--- src/rtl/fbr_pkg.sv ---
package fbr_pkg;
  localparam int IDX_W = 8;
  localparam logic [IDX_W-1:0] SENTINEL = 8'hFF;

  // Slot index to canvas identifier; out-of-range indices map to 0xFF.
  function automatic logic [IDX_W-1:0] fbr_canvas(input logic [IDX_W-1:0] idx,
                                                  input logic [IDX_W-1:0] cnt,
                                                  input logic [IDX_W-1:0] base);
    return (idx < cnt) ? IDX_W'(base + idx) : SENTINEL;
  endfunction

  // Ring advance with wrap at the slot count.
  function automatic logic [IDX_W-1:0] fbr_next(input logic [IDX_W-1:0] idx,
                                                input logic [IDX_W-1:0] cnt);
    return (IDX_W'(idx + 1) >= cnt) ? '0 : IDX_W'(idx + 1);
  endfunction

  // Capture choice: newest completed slot, else the one after the writer.
  function automatic logic [IDX_W-1:0] fbr_cap_pick(input logic [IDX_W-1:0] wr,
                                                    input logic [IDX_W-1:0] rd,
                                                    input logic [IDX_W-1:0] cnt);
    logic [IDX_W-1:0] prev;
    prev = (wr == '0) ? IDX_W'(cnt - 1) : IDX_W'(wr - 1);
    if (prev != rd) return prev;
    return (wr == IDX_W'(cnt - 1)) ? '0 : IDX_W'(wr + 1);
  endfunction
endpackage

--- src/rtl/fbr_slot_count.sv ---
module fbr_slot_count #(
  parameter int POOL_SLOTS = 6,
  parameter int ADDR_W     = 32,
  localparam int CNT_W     = $clog2(POOL_SLOTS + 1)
) (
  input  logic [ADDR_W-1:0] mem_size,
  input  logic [ADDR_W-1:0] hdr_size,
  input  logic [ADDR_W-1:0] slot_size,
  output logic [CNT_W-1:0]  count
);
  localparam int PW = ADDR_W + CNT_W;
  logic [ADDR_W-1:0]     avail;
  logic [POOL_SLOTS-1:0] fits;

  assign avail = (mem_size >= hdr_size) ? (mem_size - hdr_size) : '0;

  // k slots fit when k*slot_size does not exceed the space left
  for (genvar k = 1; k <= POOL_SLOTS; k++) begin : g_fit
    logic [PW-1:0] need;
    assign need        = PW'(slot_size) * PW'(k);
    assign fits[k-1]   = (mem_size >= hdr_size) && (PW'(avail) >= need);
  end

  always_comb begin
    count = '0;
    for (int i = 0; i < POOL_SLOTS; i++)
      if (fits[i]) count = CNT_W'(i + 1);
  end
endmodule

--- src/rtl/fbr_cap_addr.sv ---
module fbr_cap_addr #(
  parameter int ADDR_W = 32,
  parameter int IDX_W  = 8
) (
  input  logic [ADDR_W-1:0] base,
  input  logic [ADDR_W-1:0] hdr,
  input  logic [ADDR_W-1:0] size,
  input  logic [IDX_W-1:0]  slot,
  output logic [ADDR_W-1:0] addr
);
  assign addr = base + hdr + ADDR_W'(size * ADDR_W'(slot));
endmodule

--- src/rtl/fbr_ring_mgr.sv ---
module fbr_ring_mgr
  import fbr_pkg::*;
#(
  parameter int POOL_SLOTS = 6,
  parameter int ADDR_W     = 32,
  localparam int CNT_W     = $clog2(POOL_SLOTS + 1)
) (
  input  logic              clk,
  input  logic              rst_n,
  input  logic              start_i,
  input  logic              stop_i,
  input  logic              frame_i,
  input  logic              cap_mode_i,
  input  logic              dev_sel_i,
  input  logic [11:0]       act_width_i,
  input  logic              rd_load_i,
  input  logic [7:0]        rd_idx_i,
  input  logic [ADDR_W-1:0] base_addr_i,
  input  logic [ADDR_W-1:0] mem_size_i,
  input  logic [ADDR_W-1:0] hdr_size_i,
  input  logic [ADDR_W-1:0] slot_size_i,
  input  logic [7:0]        canvas_base0_i,
  input  logic [7:0]        canvas_base1_i,
  output logic              running_o,
  output logic [CNT_W-1:0]  slot_cnt_o,
  output logic [7:0]        wr_idx_o,
  output logic [7:0]        rd_idx_o,
  output logic              wrap_o,
  output logic [7:0]        wr_canvas_o,
  output logic              prog_vld_o,
  output logic              pub_vld_o,
  output logic [7:0]        pub_slot_o,
  output logic [7:0]        pub_canvas_o,
  output logic              cap_vld_o,
  output logic [7:0]        cap_slot_o,
  output logic [ADDR_W-1:0] cap_addr_o,
  output logic [ADDR_W-1:0] cap_size_o
);
  localparam logic [IDX_W-1:0] RD_RST = IDX_W'(8'hFF - (POOL_SLOTS + 2));

  logic              running_q, wrap_q;
  logic [CNT_W-1:0]  cnt_q;
  logic [IDX_W-1:0]  wr_idx_q, rd_idx_q;
  logic [ADDR_W-1:0] base_q, hdr_q, size_q;
  logic              pub_vld_q, prog_vld_q, cap_vld_q;
  logic [IDX_W-1:0]  pub_slot_q, pub_canvas_q, cap_slot_q;
  logic [ADDR_W-1:0] cap_addr_q;

  // Named internal events
  logic              start_acc, frame_acc, prime_ev, adv_ev, cap_ev;
  logic [CNT_W-1:0]  cnt_new;
  logic [IDX_W-1:0]  cnt8, cnt_new8, wr_next, cap_pick, canvas_base;
  logic [ADDR_W-1:0] cap_addr_w;

  assign cnt8        = IDX_W'(cnt_q);
  assign cnt_new8    = IDX_W'(cnt_new);
  assign start_acc   = start_i && !stop_i && !running_q;
  assign frame_acc   = frame_i && !stop_i && running_q && (act_width_i != '0) && (cnt_q != '0);
  assign cap_ev      = frame_acc && cap_mode_i;
  assign prime_ev    = frame_acc && !cap_mode_i && (wr_idx_q == SENTINEL);
  assign adv_ev      = frame_acc && !cap_mode_i && (wr_idx_q != SENTINEL);
  assign wr_next     = fbr_next(wr_idx_q, cnt8);
  assign cap_pick    = fbr_cap_pick(wr_idx_q, rd_idx_q, cnt8);
  assign canvas_base = dev_sel_i ? canvas_base1_i : canvas_base0_i;

  fbr_slot_count #(.POOL_SLOTS(POOL_SLOTS), .ADDR_W(ADDR_W)) u_count (
    .mem_size (mem_size_i),
    .hdr_size (hdr_size_i),
    .slot_size(slot_size_i),
    .count    (cnt_new)
  );

  fbr_cap_addr #(.ADDR_W(ADDR_W), .IDX_W(IDX_W)) u_addr (
    .base(base_q),
    .hdr (hdr_q),
    .size(size_q),
    .slot(cap_pick),
    .addr(cap_addr_w)
  );

  always_ff @(posedge clk) begin
    if (!rst_n) begin
      running_q    <= 1'b0;
      wrap_q       <= 1'b0;
      cnt_q        <= CNT_W'(POOL_SLOTS);
      wr_idx_q     <= SENTINEL;
      rd_idx_q     <= RD_RST;
      base_q       <= '0;
      hdr_q        <= '0;
      size_q       <= '0;
      pub_vld_q    <= 1'b0;
      prog_vld_q   <= 1'b0;
      cap_vld_q    <= 1'b0;
      pub_slot_q   <= '0;
      pub_canvas_q <= '0;
      cap_slot_q   <= '0;
      cap_addr_q   <= '0;
    end else begin
      pub_vld_q  <= adv_ev;
      prog_vld_q <= prime_ev || adv_ev;
      cap_vld_q  <= cap_ev;
      if (stop_i) running_q <= 1'b0;
      if (rd_load_i) rd_idx_q <= rd_idx_i;
      if (start_acc) begin
        running_q <= 1'b1;
        cnt_q     <= cnt_new;
        wr_idx_q  <= SENTINEL;
        rd_idx_q  <= IDX_W'(8'hFF - cnt_new8 - 8'd2);
        wrap_q    <= 1'b0;
        base_q    <= base_addr_i;
        hdr_q     <= hdr_size_i;
        size_q    <= slot_size_i;
      end
      if (prime_ev) wr_idx_q <= '0;
      if (adv_ev) begin
        pub_slot_q   <= wr_idx_q;
        pub_canvas_q <= fbr_canvas(wr_idx_q, cnt8, canvas_base);
        wr_idx_q     <= wr_next;
        if (wr_next == '0) wrap_q <= 1'b1;
      end
      if (cap_ev) begin
        cap_slot_q <= cap_pick;
        cap_addr_q <= cap_addr_w;
      end
    end
  end

  assign running_o    = running_q;
  assign slot_cnt_o   = cnt_q;
  assign wr_idx_o     = wr_idx_q;
  assign rd_idx_o     = rd_idx_q;
  assign wrap_o       = wrap_q;
  assign wr_canvas_o  = fbr_canvas(wr_idx_q, cnt8, canvas_base);
  assign prog_vld_o   = prog_vld_q;
  assign pub_vld_o    = pub_vld_q;
  assign pub_slot_o   = pub_slot_q;
  assign pub_canvas_o = pub_canvas_q;
  assign cap_vld_o    = cap_vld_q;
  assign cap_slot_o   = cap_slot_q;
  assign cap_addr_o   = cap_addr_q;
  assign cap_size_o   = size_q;
endmodule

--- config.mk ---
export PLATFORM = sky130hd
export DESIGN_NAME = fbr_ring_mgr
export DESIGN_NICKNAME = d
export VERILOG_FILES = /design/src/rtl/fbr_pkg.sv /design/src/rtl/fbr_slot_count.sv /design/src/rtl/fbr_cap_addr.sv /design/src/rtl/fbr_ring_mgr.sv
export SDC_FILE = /design/constraint.sdc
export NUM_CORES = 1
export LEC_CHECK = 0
export ABC_AREA = 1
export BUFFER_PORTS_ARGS = -buffer_cell sky130_fd_sc_hd__buf_2
export CORE_MARGIN = 3
export CORE_UTILIZATION = 30
export CTS_CLUSTER_SIZE = 14
export DETAILED_ROUTE_END_ITERATION = 8
export GPL_ROUTABILITY_DRIVEN = 0
export GPL_TIMING_DRIVEN = 1
export HOLD_SLACK_MARGIN = 0.1
export MAX_ROUTING_LAYER = met4
export PLACE_DENSITY = 0.53
export RECOVER_POWER = 25
export SYNTH_ARGS = -nofsm -noshare
export SYNTH_HDL_FRONTEND = slang
export SYNTH_SLANG_ARGS = --single-unit
--- constraint.sdc ---
create_clock -name clk -period 12.3 [get_ports clk]
set_input_delay 1.845 -clock clk [delete_from_list [all_inputs] [get_ports clk]]
set_output_delay 1.845 -clock clk [all_outputs]
set_load 0.005 [all_outputs]
=== Word level (Yosys, flattened, before mapping) ===
Index checks and enable logic that the tools add are counted.

* Flip-flop bits (word level): 176
* Latch bits: 0
* RAM bits: 0
* Bits in read-only memories: 0
* Output and inout port bits: 120
* Logic and storage cells: 93
* Memories kept: 0

* Add/subtract/negate cells: 9
* Multiply operators: 4
* Divide/modulo/power cells: 0
* Magnitude comparators: 9
* Equal/unequal tests: 4
* Shift operators: 0
* Mux-type cells: 25
* Bitwise operators: 0
* Reduce and logical (&&, ||, !) cells: 27

{| class="wikitable"
|+ Operators by type and width
! operator !! count
|-
| 2-to-1 mux 8 bit || 12
|-
| >= comparator 32 x 35 -> 1 bit || 2
|-
| >= comparator 32 x 34 -> 1 bit || 2
|-
| multiplier 32 x 2 -> 34 bit, second input constant || 2
|-
| adder 32 bit || 2
|-
| >= comparator 32 bit || 2
|-
| multiplier 32 x 3 -> 35 bit, second input constant || 1
|-
| >= comparator 32 x 33 -> 1 bit || 1
|-
| multiplier 32 x 8 -> 32 bit || 1
|-
| 2-to-1 mux 32 bit || 1
|-
| subtractor 32 bit || 1
|-
| logical AND 1 bit || 16
|-
| zero test 8 bit || 2
|-
| nonzero test 12 bit || 1
|-
| 2-to-1 mux 3 bit || 3
|-
| adder 8 x 1 -> 8 bit, second input constant || 1
|-
| adder 8 bit || 1
|-
| equality test 8 bit || 1
|-
| equality test 8 bit, second input constant || 1
|-
| >= comparator 8 x 3 -> 1 bit || 1
|-
| < comparator 8 x 3 -> 1 bit || 1
|-
| inequality test 8 bit || 1
|-
| inequality test 8 bit, second input constant || 1
|-
| subtractor 8 x 1 -> 8 bit, second input constant || 1
|-
| 9 further kinds || 20
|}

=== Depth between registers and ports, before layout ===
* Depth after elaboration: 13
* Gate-level depth with buffers: 43

=== Hierarchy ===
A second synthesis with hierarchy kept.

* Cell total of the unflattened synthesis: 3889
* Area total of the unflattened synthesis: 26770.7 µm²

{| class="wikitable"
|+ By module, submodules not included
! module !! times used !! cells an instance !! area each (µm²) !! seq. area each (µm²)
|-
| fbr_slot_count || 1 || 1542 || 9945.8 || 0.0
|-
| fbr_cap_addr || 1 || 1323 || 9236.4 || 0.0
|-
| fbr_ring_mgr || 1 || 1024 || 7588.5 || 3523.4
|}

=== Least setup slack after synthesis ===
No wires, ideal clock.

* Path type: register to register
* Start: register wr_idx_q[1] (netlist: wr_idx_o[1])
* End: register cap_addr_q[27] (netlist: cap_addr_o[27])
* Arrival: 7033 ps
* Required time: 12185 ps
* Setup slack: 5152 ps
* Cell stages (with the launch flop): 41
* Clock period less this slack: 7148 ps
* Path through: dfxtp_1 -> inv_1 -> ha_1 -> nand2_1 -> nor2_2 -> nand2_4 -> nand3_1 -> nand2_1 -> nand2_1 -> nand2_1 -> nor2_8 -> nand2_4 -> nand2_2 -> nand2_1 -> inv_1 -> clkbuf_1 -> nand2_1 -> fa_1 -> [5 not listed] -> fa_1 -> inv_1 -> fa_1 -> inv_1 -> ha_1 -> a21o_1 -> a31oi_1 -> o21ai_1 -> a21oi_1 -> o21ai_1 -> a21oi_1 -> o21ai_0 -> nand2_1 -> nand2_1 -> nand2_1 -> a21oi_1 -> o21ai_0 -> inv_1

* Longest elaborated chain between the ends: 7
* Elaborated cells between the ends (all ways): 12

{| class="wikitable"
|+ Ends and longest elaborated chain
! what !! RTL line !! text
|-
| start: declaration || fbr_ring_mgr.sv:43 || <nowiki>logic [IDX_W-1:0] wr_idx_q, rd_idx_q;</nowiki>
|-
| start signal: assignment || fbr_ring_mgr.sv:118 || <nowiki>wr_idx_q <= wr_next;</nowiki>
|-
| subtractor 8 x 1 -> 8 bit or zero test 8 bit (tied branches) || fbr_pkg.sv:23 || <nowiki>prev = (wr == '0) ? IDX_W'(cnt - 1) : IDX_W'(wr - 1);</nowiki>
|-
| 2-to-1 mux 8 bit || fbr_pkg.sv:23 ||
|-
| inequality test 8 bit || fbr_pkg.sv:24 || <nowiki>if (prev != rd) return prev;</nowiki>
|-
| 2-to-1 mux 1 bit || fbr_pkg.sv:24 ||
|-
| 2-to-1 mux 8 bit * || fbr_pkg.sv:25 || <nowiki>return (wr == IDX_W'(cnt - 1)) ? '0 : IDX_W'(wr + 1);</nowiki>
|-
| multiplier 32 x 8 -> 32 bit * || fbr_cap_addr.sv:11 || <nowiki>assign addr = base + hdr + ADDR_W'(size * ADDR_W'(slot));</nowiki>
|-
| adder 32 bit * || fbr_cap_addr.sv:11 ||
|-
| end signal: assignment || fbr_ring_mgr.sv:123 || <nowiki>cap_addr_q <= cap_addr_w;</nowiki>
|-
| end: declaration || fbr_ring_mgr.sv:47 || <nowiki>logic [ADDR_W-1:0] cap_addr_q;</nowiki>
|}

Every way passes the cells marked *; elsewhere a longest branch is shown, timed or not. The select of a mux whose other input is x is not followed.
A chain may end at the register's enable or synchronous reset.

=== Worst setup path after layout ===
* Start: register wr_idx_q[1] (netlist: wr_idx_o[1])
* End: register cap_addr_q[24] (netlist: cap_addr_o[24])

Same word-level chain as after synthesis.

==> impl_metrics.json <==
{
  "dieArea_um2": 86300,
  "ff_latch_area_um2": 3520,
  "ios": 292,
  "start_kind": "flip-flop",
  "fin_total_pwr_mw": 3.05,
  "multi_input_area_um2": 18800,
  "die_h_um": 294,
  "grt_max_degree": 85,
  "clockPowerShare_pct": 17.7,
  "arrival_ns": 8.50,
  "routedWlPerCell_um": 18.4,
  "violations": "capacitance limit, slew limit",
  "comb_power_share_pct": 62.0,
  "p_sw_mw": 1.48,
  "cp_data_required_time_ns": 12.70,
  "drt_wl_total_um": 87200,
  "cp_slowest_cell": "fa_1",
  "synthTopCellsByArea": "ha_1, fa_1, dfxtp_1, inv_1, nand2_1",
  "numClockSinks": 176,
  "via_count": 23304,
  "ys_warn_count": 0,
  "end_kind": "flip-flop",
  "fin_crit_sh_pct": 65.9,
  "place_ws_ns": 4.26,
  "fin_crit_ns": 8.10,
  "n_antenna_cell": 0,
  "tightest_slew_ns": 2.49,
  "grt_first_pass_wirelength_um": 133000,
  "setup_slack_ns": 4.20,
  "cp_common_cell": "inv_1",
  "synth_area_um2": 24900,
  "htreeDepth": 4,
  "antenna_found_initial": 0,
  "tns_ns": 0,
  "outcome": "finished, violations left",
  "use_met2_pct": 33.3,
  "path_max_fanout": 30,
  "io_buffers": 291,
  "hold_viol": 0,
  "reg2reg_depth": 40,
  "dpl.hpwl_um": 74300,
  "maxSlewViolCount": 54,
  "setup_viol": 0,
  "drt-pass1-iter-count": 5,
  "globalRouteOverflowTotal": 0,
  "avgSynthCellArea_um2": 7.29,
  "start_util_pct": 30.6,
  "yosysMostFrequentCell": "inv_1",
  "max_stage_delay_ns": 0.52,
  "final_core_util_pct": 34.4,
  "rows": 104,
  "yosysSeqAreaShare_pct": 14.2,
  "cts_hold_buffers": 0,
  "area_growth_pct": 12.5,
  "slew-limit-headroom_pct": -66.2,
  "postLayoutCellArea_um2": 28000,
  "ys_async_sr_fraction_pct": 0,
  "cts_setup_buffers": 0,
  "fp.dieW_um": 294,
  "ys_ff_latch": 176,
  "drt_iter0_drc": 1371,
  "n_fill_cell": 8872,
  "drc": 0,
  "clock_latency_ns": 0.47,
  "use_met3_pct": 1.89,
  "power.density_nw_per_um2": 109,
  "sw_frac_of_total_pct": 48.6,
  "cts_tree": "done",
  "vdd_drop_max_uv": 109,
  "syn_nets": 4172,
  "rsz0062_at_grt": "no",
  "path_class": "reg2reg",
  "grt_pass1_vias": 23067,
  "clkTransAtPathRegs_ns": 0.07,
  "busiest_layer": "met2",
  "final_layout_size_suffix_gt1_share_pct": 9.28,
  "cts_inserted_buffers": 17,
  "synth_top_cell_by_area": "ha_1",
  "final_nets": 4424,
  "placed_cell_area_um2": 27500,
  "cts_root_buf": "clkbuf_16",
  "leakagePower_nw": 14.8,
  "grt.total_usage_pct": 20.5,
  "ant_nets": 0,
  "synth_ff_type": "dfxtp_1",
  "yosys-top-cells-count": "inv_1, nand2_1, ha_1",
  "core_area_um2": 81300,
  "fmax_mhz": 123,
  "synth_edf_count": 0,
  "ctsLongestPathBuffers": 2,
  "synth_top_area_share_pct": 18.8,
  "cts_resized": 0,
  "seq_power_share_pct": 20.3,
  "worstHoldPathCells": 2,
  "synth_cell_type_count": 63,
  "holdCritPathClass": "reg2reg",
  "use_met1_pct": 28.0,
  "skew_ns": 0.0177,
  "p_int_mw": 1.57,
  "syn_inst": 3409,
  "max_cap_viol_count": 1,
  "via_per_inst": 4.92
}
layer usage:
metal,up-vias,routed length [um]
li1,11647,-
met1,10994,41600
met2,608,40000
met3,55,4340
met4,0,1280
met5,-,0
final cells by class:
class                      instances  share of cell area [%]
multi-input combinational       2548                    67.1
sequential                       176                    12.6
inverter                         611                    8.22
timing repair buffer             307                    5.39
tap                             1060                    4.74
clock buffer                      18                    1.53
clock inverter                    14                   0.456
cell families (layout without fill, tap and decap cells):
group | after synthesis | after routing | synth area share [%]
AOI/OAI and AO/OA | 717 | 717 | 15.8
xor gates and xnor gates | 105 | 105 | 3.70
DFF | 176 | 176 | 14.2
adders and majority gates | 591 | 591 | 36.3
buffers and inverters | 685 | 950 | 10.4
and+or+nand+nor | 1128 | 1128 | 19.3
muxes | 7 | 7 | 0.312
critical path, delay by kind of cell, from the launching register on:
kind	cells	cell delay, ns
buffers and inverters	10	1.05
adder cells (fa/ha/maj)	7	3.21
flip-flops	1	0.40
AND/OR/NAND/NOR	16	1.82
AO/OA/AOI/OAI	7	1.50
power groups by stage:
| stage | registers [mW] | logic (mW) | clock network, mW |
|---|---|---|---|
| after detailed placement | 0.633 | 1.88 | 0 |
| after global routing | 0.624 | 2.18 | 0.578 |
| after CTS | 0.620 | 1.90 | 0.558 |
| after floorplan | 0.622 | 1.38 | 0 |
| after global placement | 0.633 | 1.87 | 0 |
| final | 0.620 | 1.89 | 0.540 |
flip-flops by register name (all words and copies together), names as in the netlist, 3 cells and up:
signal,cells
base_q,32
cap_addr_o,32
cap_size_o,32
hdr_q,32
cap_slot_o,8
pub_canvas_o,8
pub_slot_o,8
rd_idx_o,8
wr_idx_o,8
slot_cnt_o,3
through the flow:
stage | hold slack (ns) | std cells
final | 0.467 | 4734
after global routing | 0.491 | 4734
after CTS | 0.468 | 4734
after detailed placement | 0.455 | 4702
after global placement | 0.452 | 4702
after floorplan | 0.449 | 3409
placed cells by master, fill, tap and decap left out, types with 11 or more instances in the layout:
cell,instances
nand3_1,118
nor4_1,16
o21ai_0,231
o211ai_1,17
o22ai_1,23
xnor2_1,52
or2_2,11
nand4_1,45
nor3_1,25
clkbuf_16,17
ha_1,373
nor2_1,285
nand2_1,584
o21a_1,12
nand2_2,11
buf_4,15
buf_2,239
dfxtp_1,176
a31oi_1,24
a21oi_1,335
fa_1,218
xor2_1,53
clkbuf_1,53
inv_1,602
final timing paths:
kind	slack, ns	end	from
worst max-delay path	4.20	cap_addr_o[24]	wr_idx_o[1]
worst min-delay path	0.47	cap_addr_o[1]	cap_addr_o[1]
worst max register to register	4.20	cap_addr_o[24]	wr_idx_o[1]
worst min register to register	0.47	cap_addr_o[1]	cap_addr_o[1]
(Power assumes the default switching activity.)
